**src/rtl/arl_pkg.sv**
```systemverilog
package arl_pkg;
    localparam int CNT_W  = 12;
    localparam int ADDR_W = 4;

    typedef enum logic [ADDR_W-1:0] {
        A_CTRL   = 4'd0,
        A_STATUS = 4'd1,
        A_FORCE  = 4'd2,
        A_RLD1   = 4'd3,
        A_RLD2   = 4'd4,
        A_DUTY1  = 4'd5,
        A_DUTY2  = 4'd6,
        A_CAPT   = 4'd7,
        A_CNT1   = 4'd8,
        A_CNT2   = 4'd9,
        A_ACT1   = 4'd10,
        A_ACT2   = 4'd11
    } reg_addr_e;

    typedef enum logic {
        CS_RUN   = 1'b0,
        CS_ARMED = 1'b1
    } cnt_state_e;
endpackage

```
**src/rtl/arl_counter.sv**
```systemverilog
module arl_counter
    import arl_pkg::*;
#(
    parameter int W = 12
) (
    input  logic         clk,
    input  logic         rst_n,
    input  logic         step,
    input  logic         force_wr,
    input  logic [W-1:0] reload,
    input  logic [W-1:0] duty_shadow,
    output logic [W-1:0] cnt,
    output logic [W-1:0] duty_act,
    output logic         armed,
    output logic         ovf_evt,
    output logic         pwm
);
    localparam logic [W-1:0] TOP = {W{1'b1}};

    cnt_state_e state_q, state_d;
    logic [W-1:0] cnt_q, duty_q;

    assign ovf_evt = step && !force_wr && (cnt_q == TOP);

    // state register
    always_ff @(posedge clk or negedge rst_n) begin
        if (!rst_n) state_q <= CS_RUN;
        else        state_q <= state_d;
    end

    // next state
    always_comb begin
        state_d = state_q;
        unique case (state_q)
            CS_RUN:   if (force_wr) state_d = CS_ARMED;
            CS_ARMED: if (ovf_evt)  state_d = CS_RUN;
            default:  state_d = CS_RUN;
        endcase
    end

    // datapath
    always_ff @(posedge clk or negedge rst_n) begin
        if (!rst_n) begin
            cnt_q  <= '0;
            duty_q <= '0;
        end else begin
            if (force_wr)     cnt_q <= TOP;
            else if (ovf_evt) cnt_q <= reload;
            else if (step)    cnt_q <= cnt_q + 1'b1;
            if (ovf_evt)      duty_q <= duty_shadow;
        end
    end

    // outputs
    always_comb begin
        cnt      = cnt_q;
        duty_act = duty_q;
        armed    = (state_q == CS_ARMED);
        pwm      = (cnt_q < duty_q);
    end

    p_inc_r2: assert property (@(posedge clk) disable iff (!rst_n)
        (step && !force_wr && cnt_q != TOP) |=> cnt_q == $past(cnt_q) + 1'b1);
    p_reload_r3: assert property (@(posedge clk) disable iff (!rst_n)
        (step && !force_wr && cnt_q == TOP) |=> cnt_q == $past(reload));
    p_force_r4: assert property (@(posedge clk) disable iff (!rst_n)
        force_wr |=> (cnt_q == TOP && state_q == CS_ARMED));
    p_hold_r9: assert property (@(posedge clk) disable iff (!rst_n)
        (!step && !force_wr) |=> $stable(cnt_q));
    p_shadow_r5: assert property (@(posedge clk) disable iff (!rst_n)
        !ovf_evt |=> $stable(duty_q));
endmodule

```
**src/rtl/arl_capture.sv**
```systemverilog
module arl_capture #(
    parameter int W = 12
) (
    input  logic         clk,
    input  logic         rst_n,
    input  logic         cap_i,
    input  logic [W-1:0] cnt1,
    output logic [W-1:0] capt,
    output logic         cap_evt
);
    logic s1_q, s2_q, s3_q;
    logic [W-1:0] capt_q;

    assign cap_evt = s2_q && !s3_q;
    assign capt    = capt_q;

    always_ff @(posedge clk or negedge rst_n) begin
        if (!rst_n) begin
            s1_q   <= 1'b0;
            s2_q   <= 1'b0;
            s3_q   <= 1'b0;
            capt_q <= '0;
        end else begin
            s1_q <= cap_i;
            s2_q <= s1_q;
            s3_q <= s2_q;
            if (cap_evt) capt_q <= cnt1;
        end
    end

    p_capt_r10: assert property (@(posedge clk) disable iff (!rst_n)
        cap_evt |=> capt_q == $past(cnt1));
endmodule

```
**src/rtl/dual_reload_timer.sv**
```systemverilog
module dual_reload_timer
    import arl_pkg::*;
(
    input  logic              clk,
    input  logic              rst_n,
    input  logic              tick_en,
    input  logic              halt_i,
    input  logic              irq_mask_i,
    input  logic              cap_i,
    input  logic              reg_wr,
    input  logic [ADDR_W-1:0] reg_addr,
    input  logic [CNT_W-1:0]  reg_wdata,
    output logic [CNT_W-1:0]  reg_rdata,
    output logic              pwm1_o,
    output logic              pwm2_o,
    output logic              irq_ovf1_o,
    output logic              irq_ovf2_o,
    output logic              irq_cap_o
);
    localparam int NCNT  = 2;
    localparam int NFLAG = NCNT + 1;
    localparam int PAD   = CNT_W - NFLAG;

    logic [CNT_W-1:0] rld_q  [NCNT];
    logic [CNT_W-1:0] duty_q [NCNT];
    logic [CNT_W-1:0] cnt    [NCNT];
    logic [CNT_W-1:0] act    [NCNT];
    logic [NCNT-1:0]  armed, ovf_evt, pwm, force_wr;
    logic [NFLAG-1:0] en_q, flag_q, evt, clr, irq;
    logic [CNT_W-1:0] capt;
    logic             cap_evt, step;

    assign step = tick_en && !halt_i;

    genvar g;
    generate
        for (g = 0; g < NCNT; g++) begin : g_cnt
            assign force_wr[g] = reg_wr && (reg_addr == A_FORCE) && reg_wdata[g];

            always_ff @(posedge clk or negedge rst_n) begin
                if (!rst_n) begin
                    rld_q[g]  <= '0;
                    duty_q[g] <= '0;
                end else if (reg_wr) begin
                    if (reg_addr == ADDR_W'(A_RLD1 + g))  rld_q[g]  <= reg_wdata;
                    if (reg_addr == ADDR_W'(A_DUTY1 + g)) duty_q[g] <= reg_wdata;
                end
            end

            arl_counter #(.W(CNT_W)) u_cnt (
                .clk         (clk),
                .rst_n       (rst_n),
                .step        (step),
                .force_wr    (force_wr[g]),
                .reload      (rld_q[g]),
                .duty_shadow (duty_q[g]),
                .cnt         (cnt[g]),
                .duty_act    (act[g]),
                .armed       (armed[g]),
                .ovf_evt     (ovf_evt[g]),
                .pwm         (pwm[g])
            );
        end
    endgenerate

    arl_capture #(.W(CNT_W)) u_cap (
        .clk     (clk),
        .rst_n   (rst_n),
        .cap_i   (cap_i),
        .cnt1    (cnt[0]),
        .capt    (capt),
        .cap_evt (cap_evt)
    );

    assign evt = {cap_evt, ovf_evt};
    assign clr = (reg_wr && reg_addr == A_STATUS) ? reg_wdata[NFLAG-1:0] : '0;

    always_ff @(posedge clk or negedge rst_n) begin
        if (!rst_n) begin
            flag_q <= '0;
            en_q   <= '0;
        end else begin
            flag_q <= (flag_q & ~clr) | evt;
            if (reg_wr && reg_addr == A_CTRL) en_q <= reg_wdata[NFLAG-1:0];
        end
    end

    assign irq = flag_q & en_q & {NFLAG{!irq_mask_i}};

    always_comb begin
        pwm1_o     = pwm[0];
        pwm2_o     = pwm[1];
        irq_ovf1_o = irq[0];
        irq_ovf2_o = irq[1];
        irq_cap_o  = irq[2];
    end

    always_comb begin
        case (reg_addr)
            A_CTRL:   reg_rdata = {{PAD{1'b0}}, en_q};
            A_STATUS: reg_rdata = {{PAD{1'b0}}, flag_q};
            A_FORCE:  reg_rdata = {{(CNT_W-NCNT){1'b0}}, armed};
            A_RLD1:   reg_rdata = rld_q[0];
            A_RLD2:   reg_rdata = rld_q[1];
            A_DUTY1:  reg_rdata = duty_q[0];
            A_DUTY2:  reg_rdata = duty_q[1];
            A_CAPT:   reg_rdata = capt;
            A_CNT1:   reg_rdata = cnt[0];
            A_CNT2:   reg_rdata = cnt[1];
            A_ACT1:   reg_rdata = act[0];
            A_ACT2:   reg_rdata = act[1];
            default:  reg_rdata = '0;
        endcase
    end

    p_setwins_r7: assert property (@(posedge clk) disable iff (!rst_n)
        evt[0] |=> flag_q[0]);
    p_capflag_r10: assert property (@(posedge clk) disable iff (!rst_n)
        cap_evt |=> flag_q[2]);
    p_irq_gate_r8: assert property (@(posedge clk) disable iff (!rst_n)
        (irq_ovf1_o || irq_ovf2_o || irq_cap_o) |-> !irq_mask_i);
    p_force_clear_r4: assert property (@(posedge clk) disable iff (!rst_n)
        (ovf_evt[0] && !force_wr[0]) |=> !armed[0]);
endmodule

```
**config.mk**
```make
export PLATFORM = sky130hd
export DESIGN_NAME = dual_reload_timer
export DESIGN_NICKNAME = d
export VERILOG_FILES = /design/src/rtl/arl_pkg.sv /design/src/rtl/arl_counter.sv /design/src/rtl/arl_capture.sv /design/src/rtl/dual_reload_timer.sv
export SDC_FILE = /design/constraint.sdc
export NUM_CORES = 1
export LEC_CHECK = 0
export ABC_AREA = 1
export ABC_CLOCK_PERIOD_IN_PS = 2200
export BUFFER_PORTS_ARGS = -buffer_cell sky130_fd_sc_hd__buf_2
export CAP_MARGIN = 30
export CORE_MARGIN = 2
export CORE_UTILIZATION = 50
export CTS_BUF_LIST = sky130_fd_sc_hd__clkbuf_16
export CTS_CLUSTER_SIZE = 12
export DETAILED_ROUTE_END_ITERATION = 6
export GPL_TIMING_DRIVEN = 0
export HOLD_SLACK_MARGIN = 0.1
export PLACE_DENSITY = 0.68
export SLEW_MARGIN = 5
export SYNTH_ARGS = -nofsm -noshare
export SYNTH_HDL_FRONTEND = slang
export SYNTH_SLANG_ARGS = --single-unit
```
**constraint.sdc**
```tcl
create_clock -name clk -period 2.2 [get_ports clk]
set_clock_uncertainty 0.2 [all_clocks]
set_input_delay 0 -clock clk [delete_from_list [all_inputs] [get_ports clk]]
set_output_delay 0 -clock clk [all_outputs]
set_load 0.02 [all_outputs]
```
* After elaboration in Yosys (flattened, before gate mapping)
Index checks and enable logic that the tools add are counted.
** Storage, ports and cells
- RAM bits :: 0
- Bits in latches :: 0
- Bits of input ports :: 23
- Memory bits (read-only) :: 0
- Bits in registers :: 119
- Word-level logic and storage cells :: 77
- Memories :: 0
- Output and inout bits :: 17
** Operators by class
- Div/mod/pow operators :: 0
- Mux-type cells :: 14
- Shift-type cells :: 0
- $mul :: 0
- Reduce and logical (&&, ||, !) cells :: 23
- Add/sub/neg operators :: 2
- Bitwise gates (word level) :: 7
- Equal/unequal tests :: 13
- Magnitude comparators :: 2
** Operators with widths (count)
- one-hot mux 12 bit (12 select lines) :: 1
- 2-to-1 mux 12 bit :: 6
- adder 12 x 1 -> 12 bit (second input constant) :: 2
- == test 12 bit (second input constant) :: 2
- < comparator 12 bit :: 2
- == test 4 x 3 -> 1 bit (second input constant) :: 4
- == test 4 bit (second input constant) :: 4
- logical AND 1 bit :: 11
- AND 3 bit :: 3
- == test 4 x 2 -> 1 bit (second input constant) :: 2
- AND reduction 2 bit :: 4
- nonzero test 3 bit :: 2
- logical NOT 1 bit :: 5
- == test 4 x 1 -> 1 bit (second input constant) :: 1
- logical NOT 4 bit :: 1
- 2-to-1 mux 1 bit :: 4
- one-hot mux 1 bit (2 select lines) :: 2
- 2-to-1 mux 3 bit :: 1
- NOT 3 bit :: 1
- OR 3 bit :: 1
- NOT 1 bit :: 2

* Depth between registers and ports, before layout
Gate-level depths: netlist of the first run.
- Depth in word-level cells :: 8
- Gate-level depth with buffers :: 10
- Gate-level depth less buffers :: 10

* Cells and area by module
From an unflattened synthesis of the first run, not the netlist that was laid out.
** Unflattened totals
- Cells, all modules :: 947
- Area, all modules :: 7063.0 sq um
** Modules (own cells, without submodules)
- dual_reload_timer :: area each 3304.4 sq um, seq. area each 1351.3 sq um, instances 1, cells each 464
- arl_counter :: area each 1596.5 sq um, seq. area each 625.6 sq um, instances 2, cells each 213
- arl_capture :: area each 565.5 sq um, seq. area each 375.4 sq um, instances 1, cells each 57

* Worst setup path before layout of the first run
Ideal clock, no wire load.
- Path type :: register -> register
- Start :: reg g_cnt[1].u_cnt.cnt_q[1]
- End :: reg g_cnt[1].u_cnt.duty_q[4]
- Setup slack :: 0.431 ns
- Stages on the path, launching flop included :: 10
- Setup time :: 0.121 ns
- Arrival time :: 1.448 ns
- Required time :: 1.879 ns
- Path buffers :: 1
- Period minus slack after synthesis :: 1.769 ns
- Cells stage by stage :: dfrtp_1 ha_1 nand2_2 nor2_4 nand2_4 nor2_8 nand3_4 inv_4 buf_6 o21ai_1
** Between the ends
- Cells in the longest elaborated chain, start to end :: 2
** Ends and longest elaborated chain
- start: declaration :: RTL line arl_counter.sv:21 : logic [W-1:0] cnt_q, duty_q;
- start signal: assignment :: RTL line arl_counter.sv:48 : else if (ovf_evt) cnt_q <= reload;
- start signal: assignment :: RTL line arl_counter.sv:49 : else if (step) cnt_q <= cnt_q + 1'b1;
- == test 12 bit :: RTL line arl_counter.sv:23 : assign ovf_evt = step && !force_wr && (cnt_q == TOP);
- logical AND 1 bit :: RTL line arl_counter.sv:23
- end signal: assignment :: RTL line arl_counter.sv:50 : if (ovf_evt) duty_q <= duty_shadow;
- end: declaration :: RTL line arl_counter.sv:21
Every way passes these cells.
A chain may end at the register's enable or synchronous reset.

* Worst setup path in the final report of the first run
- Start :: reg g_cnt[0].u_cnt.duty_q[5]
- End :: out pwm1_o
** Between the ends
- Cells in the longest elaborated chain, start to end :: 1
** Ends and longest elaborated chain
- start: declaration :: RTL line arl_counter.sv:21
- start signal: assignment :: RTL line arl_counter.sv:50
- < comparator 12 bit :: RTL line arl_counter.sv:59 : pwm = (cnt_q < duty_q);
- end: declaration :: RTL line dual_reload_timer.sv:14 : output logic pwm1_o,
Every way passes these cells.

==> results of run 1 <==
==> kinds of logic after synthesis <==
family | after synthesis | synth area share [%]
flip-flops | 119 | 45.0
AND/OR/NAND/NOR | 381 | 25.6
AO/OA/AOI/OAI | 182 | 15.1
XOR/XNOR | 13 | 1.72
multiplexers | 1 | 0.170
buffers and inverters | 123 | 7.90
adder cells (fa/ha/maj) | 24 | 4.53
==> worst reg2reg max path: stages (launching register included) <==
cell and delay [ns]:
dfrtp_1 0.41, ha_1 0.25, nand2_2 0.08, nor2_4 0.14, nand2_4 0.09, nor2_8 0.17
nand3_4 0.17, inv_4 0.17, buf_6 0.19, o21ai_1 0.09
==> area by class of cell <==
class,count,area (sq um),share of cell area [%]
plain buffers,26,155,1.93
repair buffers,72,559,6.96
flip-flops and latches,119,2980,37.1
multi-input cells,601,3160,39.3
inverters,97,369,4.59
well taps,176,220,2.74
clock buffers,17,425,5.29
clock inverters,13,164,2.04
==> where the power goes <==
part	leakage, nW	switching (mW)	total, mW	internal, mW
Clock	0.294	0.991	2.84	1.85
Combinational	2.44	1.89	3.07	1.18
Sequential	1.35	0.614	3.41	2.80
Total	4.09	3.50	9.32	5.83
==> final timing paths <==
kind | from | to | slack (ns)
setup / recovery | g_cnt[0].u_cnt.duty_act[5] | pwm1_o | 0.08
hold / removal | u_cap.s1_q | u_cap.s2_q | 0.15
setup reg to reg | g_cnt[1].u_cnt.cnt[0] | g_cnt[1].u_cnt.duty_act[4] | 0.13
hold reg to reg | u_cap.s1_q | u_cap.s2_q | 0.15
max in group asynchronous | rst_n | g_cnt[1].u_cnt.cnt[7] | 0.66
min in group asynchronous | rst_n | duty_q[0] | 0.41
==> what timing repair did <==
item | CTS | global route
endpoints found under the setup margin | 0 | 33
resized for setup | 0 | 19
hold endpoints to repair | 221 | 0
hold buffers | 33 | 0
==> per-layer routing <==
layer	global-route usage, %	share of wire [%]	up-vias
li1	-	-	2943
met1	40.5	45	2919
met2	46.6	47	216
met3	6.27	5.9	38
met4	10.0	2.3	0
met5	0	0	-
==> registers in the layout, indices dropped and copies added (netlist names) <==
register	flops
duty_q	24
g_cnt.u_cnt.cnt	24
g_cnt.u_cnt.duty_act	24
rld_q	24
u_cap.capt	12
en_q	3
flag_q	3
g_cnt.u_cnt.armed	2
u_cap.s1_q	1
u_cap.s2_q	1
u_cap.s3_q	1
==> layout by cell type (no fill, tap or decap), types with 22 or more instances in the layout <==
cell type      netlist  layout
nand2_1            238     237
inv_1               90      89
nand3_1             38      38
nor2_1              55      53
ha_1                24      22
dfrtp_1            119     114
o21ai_0             64      64
a21oi_1             48      46
dlygate4sd3_1        0      33
buf_2               11      46
o21ai_1             32      32
==> per-stage QoR <==
| step | setup WS [ns] | instances |
|---|---|---|
| finish | 0.0791 | 1121 |
| global route | 0.00281 | 1121 |
| CTS | 0.0293 | 1121 |
| detailed placement | 0.0479 | 1058 |
| global placement | -0.633 | 1057 |
| floorplan | 0.431 | 843 |
==> key figures, run 1 <==
Run status
  – Outcome: completed

GRT
  – Total track usage: 29.5%
  – First-pass GRT wire length: 31900 um
  – Initial antenna violation count: 0
  – Total gr overflow: 0
  – Number of global-route vias before repair: 5919
  – Largest net degree at the start of global routing: 73

Synthesis
  – Main flop type after synthesis: dfrtp_1
  – Post-synthesis cell type count: 35
  – Syn nets: 890
  – Post-synth EDFFs: 0
  – YS warnings: 0
  – Register bit total from synthesis: roughly 120
  – Mapped Area: 6620 sq um
  – Dominant cell by count in the synthesized netlist: nand2_1
  – Top post-synthesis cells by area: dfrtp_1 45%, nand2_1 13%, inv_1 5.1%
  – Gate Count Post-Synth: roughly 840
  – Async set-reset flop share out of synthesis: 100%
  – List of most frequent post-synthesis cells: 238 x nand2_1, 119 x dfrtp_1, 90 x inv_1
  – Sequential area share after synthesis: 45.0%
  – Syn Area/Cell: between 7 and 8 sq um
  – Synth area leader: dfrtp_1
  – Synth top area share: 45.0%

Pwr
  – Worst VDD drop: 794 uV
  – Pwr per Cell Area: 1160 nW/um^2
  – Leakage: 4.09 nW
  – Power Total: 9.32 mW

CTS
  – TritonCTS clock tree: yes
  – Clk sinks: 119
  – Clock H-tree levels: 4
  – Setup bufs post-CTS: 0
  – CTS Buf Count: 17
  – Clock Path Buffers: 2
  – Worst-Skew Late Latency: 0.43 ns
  – Reg clk slew, reported paths: 0.06 ns
  – CTS root buffer: clkbuf_16

Place
  – RD Place Congestion: 0.909
  – IO Port Bufs: 38
  – DP Area: around 7100 sq um
  – Final HPWL DP: 14300 um

Final layout
  – Layout area overhead: 21.3%
  – Post-layout util: 61.4%
  – Fill cells: 1147
  – Layout cells sized above 1: 15.2%
  – Final instance area: 8040 sq um
  – Final nets: 981
  – Diodes inserted: 0

Worst setup path
  – Setup crit end kind: output pin
  – Arrival @ worst endpoint: approximately 1.9 ns
  – CP Cell Sequence: inv_1, ha_4, a21oi_1, o21ai_0, nand2_1, nand3_1, a21oi_2, buf_4
  – Family with the most delay on the worst path: compound AO/OA/AOI/OAI gates
  – Worst Reg2Reg Path Length in Cells: 9
  – Slowest stage delay, CP: 0.35 ns
  – Setup CP Type: flip-flop to output pin
  – WP data required: roughly 2 ns
  – Critical Path Slowest Stage Cell: dfrtp_1
  – Instance count on the critical path: 8
  – Worst setup SP type: flip-flop
  – Worst path bufs/invs: 2
  – Worst-path fanout max: 3

Die
  – Ports: 40
  – FP Rows: 42
  – Starting Density: between 50% and 60%
  – Core area: roughly 13000 sq um
  – Die ar.: 14200 sq um
  – Die X: about 120 um
  – Die H: 119 um

Min path
  – Worst hold path type: flip-flop to flip-flop
  – Worst hold path depth: 0

STA
  – Final Cycle Share: 96.4%
  – Max-slew violations: 0
  – Fin crit period: 2.12 ns
  – Final hold violation count: 0
  – Setup TNS: 0 ns
  – Max frequency: 472 MHz
  – Unrepaired setup endpoints after global routing: false
  – Hold slack final: 0.151 ns
  – Setup-failing EPs final: 0
  – Worst-Margin Slew: 0.544 ns
  – Max-Slew Margin vs Limit: 63.7%

Route
  – WL per Instance: 17.4 um
  – DRC violations left: 0
  – Drt pass-1 iters: 6
  – Routed vias/inst: 5.46
  – Detailed Route WL: 19500 um
  – Number of DRC markers in iteration 0: 585
  – Routed vias: 6116
  – Final ANT Viol Nets: 0

Job
  – Max Cap Viol: 0
Note: power is estimated with default switching activity, not from simulation.
==> run 2, diff against run 1 <==
ABC_AREA = default   (was 1)
==> run 2 against run 1 <==
  * The flow now finishes with violations (negative setup slack)
  * Combinational power fell by 1%
  * Fmax is 9.0% lower
  * Sequential power down 2%
  * Global-route usage is 0.29 points higher
  * Wire length up 7.2%
  * Via count shrank 5.8%
  * Setup slack got worse by 0.21 ns
  * Cell count down 19%
  * Count of clock-buffer cells in the layout did not move
  * Register-to-register slack lost 0.12 ns
  * Flip-flop and latch count is the same
  * Largest power group unchanged
  * Highest routed layer unchanged
==> key figures, run 2 <==
Route
  – Detailed Route WL: 20900 um
  – Routed vias: 5762
  – Routed vias/inst: 6.36
  – WL per Instance: 23.1 um
  – Final ANT Viol Nets: 0
  – DRC violations left: 0
  – Number of DRC markers in iteration 0: 689
  – Drt pass-1 iters: 5

Die
  – Die H: between 100 and 150 um
  – Starting Density: 50.7%
  – Core area: 13100 sq um
  – FP Rows: 42
  – Die ar.: roughly 14000 sq um
  – Die X: 119 um
  – Ports: 40

Final layout
  – Most frequent cells in the layout: 107 x dfrtp_1, 69 x mux2_2, 56 x buf_2, 39 x buf_4, 32 x nand2_1
  – Most common cell after layout, fill and taps aside: dfrtp_1
  – Diodes inserted: 0
  – Post-layout util: 65.2%
  – Layout cells sized above 1: 38.1%
  – Final nets: approximately 770
  – Layout area overhead: 28.5%
  – Fill cells: 1022

Worst setup path
  – WP data required: about 2.0 ns
  – Worst setup SP type: flip-flop
  – Arrival @ worst endpoint: approximately 2.1 ns
  – Setup crit end kind: output pin
  – Worst-path fanout max: 3
  – Setup CP Type: flip-flop to output pin

STA
  – Max-slew violations: 0
  – Setup TNS: -0.235 ns
  – Hold slack final: ~0.16 ns
  – PnR worst setup slack: -0.131 ns
  – Setup-failing EPs final: 2
  – Final hold violation count: 0
  – Fin crit period: 2.33 ns
  – Worst-Margin Slew: 0.769 ns
  – Final Cycle Share: 106%
  – Unrepaired setup endpoints after global routing: true
  – Max frequency: 429 MHz
  – Max-Slew Margin vs Limit: between 40% and 50%

Synthesis
  – Syn nets: approximately 640
  – Post-synth EDFFs: 0
  – Top post-synthesis cells by area: dfrtp_1 45%, mux2_2 12%, ha_1 4.5%
  – Async set-reset flop share out of synthesis: 100%
  – Syn Area/Cell: 11.3 sq um
  – Synth top area share: 44.7%
  – Synth area leader: dfrtp_1
  – Main flop type after synthesis: dfrtp_1
  – Post-synthesis cell type count: 66
  – Gate Count Post-Synth: 590
  – Sequential area share after synthesis: 44.7%
  – YS warnings: 0
  – Mapped Area: 6670 sq um
  – List of most frequent post-synthesis cells: 119 x dfrtp_1, 69 x mux2_2, 32 x nand2_1
  – Register bit total from synthesis: 119
  – Dominant cell by count in the synthesized netlist: dfrtp_1

CTS
  – CTS root buffer: clkbuf_16
  – CTS Buf Count: 17
  – Reg clk slew, reported paths: 0.05 ns
  – Clk sinks: 119
  – Clock H-tree levels: 4
  – Clock Path Buffers: 2
  – Worst-Skew Late Latency: 0.42 ns
  – TritonCTS clock tree: yes

Run status
  – Failing checks: negative setup slack
  – Outcome: complete, but fails checks

GRT
  – Largest net degree at the start of global routing: 61
  – Number of global-route vias before repair: 5858
  – Total track usage: 29.8%
  – First-pass GRT wire length: 32100 um
  – Total gr overflow: 0
  – Initial antenna violation count: 0

Place
  – IO Port Bufs: 39
  – Place WS: -0.164 ns
  – Final HPWL DP: between 10000 and 15000 um
  – RD Place Congestion: 0.938

Pwr
  – Worst VDD drop: 892 uV
  – Leakage: 3.69 nW
  – Pwr per Cell Area: 1070 nW/um^2

Job
  – Max Cap Viol: 0

Min path
  – Worst hold path type: input port to flip-flop
-- run 2: cell count changes after synthesis, sizes merged, moves of 12 or more --
cell | before | now
a21oi | 48 | 11
a221oi | 0 | 13
a22oi | 1 | 18
and3 | 0 | 14
buf | 16 | 28
inv | 97 | 27
mux2 | 1 | 85
nand2 | 249 | 32
nand3 | 40 | 27
nor2 | 64 | 20
o21ai | 111 | 21
o22ai | 14 | 1
-- run 2: routing by layer --
| metal | up-vias | track usage (%) | wire, um |
|---|---|---|---|
| met2 | 291 | 49.0 | 10200 |
| met5 | - | 0 | 0 |
| met4 | 0 | 11.7 | 687 |
| li1 | 2529 | - | - |
| met3 | 56 | 6.70 | 1520 |
| met1 | 2886 | 38.3 | 8520 |
-- run 2: path summary, 6_finish.rpt --
path	slack [ns]	endpoint	start	cells past startpoint
worst max-delay path	-0.13	pwm1_o	g_cnt[0].u_cnt.duty_act[5]	7
worst min-delay path	0.16	g_cnt[0].u_cnt.cnt[9]	reg_addr[0]	5
worst max register to register	0.01	g_cnt[1].u_cnt.duty_act[8]	g_cnt[1].u_cnt.cnt[1]	9
min in group asynchronous	0.46	g_cnt[0].u_cnt.duty_act[8]	rst_n	3
worst min register to register	0.16	u_cap.s2_q	u_cap.s1_q	0
max in group asynchronous	0.64	g_cnt[0].u_cnt.cnt[0]	rst_n	4
-- run 2: cell families (layout without fill, tap and decap cells) --
family | Yosys count | after routing | share of synthesized area [%]
AND/OR/NAND/NOR | 157 | 157 | 14.8
buffers and inverters | 65 | 205 | 4.66
multiplexers | 95 | 95 | 16.8
flip-flops | 119 | 119 | 44.7
AO/OA/AOI/OAI | 130 | 130 | 14.6
adder cells (fa/ha/maj) | 24 | 24 | 4.51
-- run 2: final cells by class --
type,instances,area (sq um),area share (%)
clock buffers,17,425,4.97
multi-input cells,406,3590,41.9
inverters,27,101,1.18
clock inverters,14,165,1.93
flip-flops and latches,119,2990,35.0
plain buffers,38,213,2.48
repair buffers,109,857,10.0
well taps,176,220,2.57
-- run 2: power breakdown --
part           switching (mW)  internal [mW]
logic                    1.60           1.43
registers               0.594           2.75
clock network           0.978           1.85
total                    3.17           6.03
-- run 2: stage by stage --
step / power [mW] / instance area (sq um) / instances
global route: 9.62 / 8560 / 906
CTS: 8.94 / 8370 / 893
floorplan: 4.79 / 6670 / 590
detailed placement: 5.60 / 7110 / 806
global placement: 5.48 / 7080 / 805
finish: 9.20 / 8560 / 906
-- run 2: repair_timing --
item | CTS | global route
setup buffers | 25 | 13
hold endpoints to repair | 194 | 0
gates resized for setup | 44 | 17
endpoints found under the setup margin | 18 | 35
pin swaps | 12 | 7
hold buffers | 31 | 0
-- run 2: worst max-delay path: stages, from the launching register on --
cell,delay (ns)
dfrtp_1,0.41
inv_2,0.09
ha_4,0.20
a21o_1,0.16
a221oi_2,0.28
o21ai_2,0.12
a221oi_2,0.26
buf_4,0.18
==> run 3, diff against run 2 <==
CORE_MARGIN = default   (was 2)
==> run 3 against run 2 <==
  * The run still ends with negative setup slack left
  * Sequential power barely moved
  * Clock power fell by 7.8%
  * Combinational power barely moved
  * Non-clock buffer count fell by 5
  * Global-route usage rose by 0.94 points
  * Cell count fell by 1.1%
  * Via count fell by 0.64%
  * Highest routed layer unchanged
  * Sequential share of layout area rose by 0.30 points
  * Design area fell by 0.86%
  * Power fell by 2.6%
  * Fmax fell by 0.62%
  * Setup slack got worse by 0.014 ns
==> key figures, run 3 (same netlist as run 2, synthesis figures left out) <==
Die
  – Ports: 40
  – FP Rows: 41
  – Starting Density: 52.0%
  – Core area: 12800 sq um
  – Die H: 117 um
  – Die ar.: 13800 sq um
  – Die X: between 100 and 150 um

Final layout
  – Multi-input gate area: 3580 sq um
  – Layout cells sized above 1: 38.0%
  – Diodes inserted: 0
  – Reg area: 2990 sq um
  – Final nets: 760
  – Post-layout util: 66.2%
  – Layout area overhead: 27.4%
  – Most common cell after layout, fill and taps aside: dfrtp_1
  – Fill cells: between 900 and 1000
  – Most frequent cells in the layout: 107 x dfrtp_1, 69 x mux2_2, 56 x buf_2, 34 x buf_4, 32 x nand2_1

CTS
  – Clk sinks: 119
  – Reg clk slew, reported paths: 0.06 ns
  – Clock H-tree levels: 4
  – CTS root buffer: clkbuf_16
  – CTS Buf Count: 17
  – Clock Path Buffers: 2
  – Worst-Skew Late Latency: 0.41 ns
  – TritonCTS clock tree: yes

STA
  – Max-Slew Margin vs Limit: 54.3%
  – Hold slack final: 0.145 ns
  – Fin crit period: roughly 2.3 ns
  – Max frequency: around 430 MHz
  – Setup-failing EPs final: 2
  – Final Cycle Share: 107%
  – Max-slew violations: 0
  – Unrepaired setup endpoints after global routing: true
  – Final hold violation count: 0
  – Worst-Margin Slew: 0.685 ns
  – PnR worst setup slack: -0.145 ns
  – Setup TNS: -0.246 ns

Route
  – Routed vias: 5725
  – Routed vias/inst: between 6 and 7
  – DRC violations left: 0
  – Final ANT Viol Nets: 0
  – WL per Instance: 23.2 um
  – Drt pass-1 iters: 6
  – Detailed Route WL: 20800 um
  – Number of DRC markers in iteration 0: roughly 660

Min path
  – Hold path start: reg_addr[0]
  – Worst hold path type: input port to flip-flop

GRT
  – Total track usage: a little under a third
  – Number of global-route vias before repair: 5808
  – First-pass GRT wire length: 32100 um
  – Largest net degree at the start of global routing: 92
  – Initial antenna violation count: 0
  – Total gr overflow: 0

Run status
  – Outcome: complete, but fails checks
  – Failing checks: negative setup slack

Pwr
  – Leakage: ~3.7 nW
  – Pwr per Cell Area: 1060 nW/um^2
  – Worst VDD drop: 734 uV
  – Power Total: 8.96 mW

Worst setup path
  – Worst setup SP type: flip-flop
  – Arrival @ worst endpoint: 2.15 ns
  – Worst setup startpoint: g_cnt[0].u_cnt.duty_act[5]
  – Worst-path fanout max: 3
  – WP data required: 2.00 ns
  – Worst R2R Start: g_cnt[1].u_cnt.cnt[2]
  – Setup CP Type: flip-flop to output pin
  – Setup crit end kind: output pin

Place
  – IO Port Bufs: 39
  – Final HPWL DP: 13900 um
  – RD Place Congestion: 0.947

Job
  – Max Cap Viol: 0
[run 3: per-layer routing]
metal | routed length [um] | vias up | GRT usage (%)
met5 | 0 | - | 0
met4 | 881 | 0 | 15.1
met3 | 1520 | 62 | 7.61
met2 | 9980 | 296 | 48.5
met1 | 8430 | 2861 | 39.5
li1 | - | 2506 | -
[run 3: layout make-up]
cell class,instances,area share [%]
clock inverter,13,1.37
sequential,119,35.3
multi-input combinational,406,42.2
clock buffer,17,5.01
buffer,38,2.51
timing repair buffer,104,9.89
tap,172,2.54
inverter,27,1.19
[run 3: repair_timing]
item / 4_1_cts / 5_1_grt
cloned: 0 / 1
hold buffers: 31 / 0
setup endpoints to repair: 22 / 32
pin swaps: 10 / 5
buffers inserted: 19 / 13
hold endpoints to repair: 193 / 0
gates resized for setup: 41 / 15
[run 3: critical path: stages (launching register included)]
cell	delay, ns
dfrtp_1	0.41
inv_2	0.08
ha_4	0.20
a21o_1	0.17
a221oi_2	0.28
o21ai_2	0.11
a221oi_2	0.28
buf_4	0.19
[run 3: report_power, final]
group | switching (mW) | internal, mW
logic | 1.59 | 1.41
clock network | 0.988 | 1.62
registers | 0.604 | 2.74
total | 3.18 | 5.77
[run 3: path summary, 6_finish.rpt]
| kind | end | slack (ns) | cells past startpoint |
|---|---|---|---|
| hold / removal | duty_q[1] | 0.14 | 4 |
| setup reg to reg | g_cnt[1].u_cnt.duty_act[3] | 0.02 | 9 |
| setup / recovery | pwm1_o | -0.15 | 7 |
| min in group asynchronous | g_cnt[0].u_cnt.duty_act[8] | 0.44 | 4 |
| hold reg to reg | u_cap.s2_q | 0.15 | 0 |
| max in group asynchronous | g_cnt[1].u_cnt.cnt[1] | 0.87 | 4 |
[run 3: metrics by stage]
step / setup WS, ns / std cells / instance area, sq um
6_report: -0.145 / 896 / 8490
5_1_grt: -0.215 / 896 / 8490
3_3_place_gp: -0.577 / 801 / 7080
4_1_cts: -0.0955 / 882 / 8280
3_5_place_dp: -0.221 / 802 / 7110
2_1_floorplan: 0.0749 / 590 / 6670
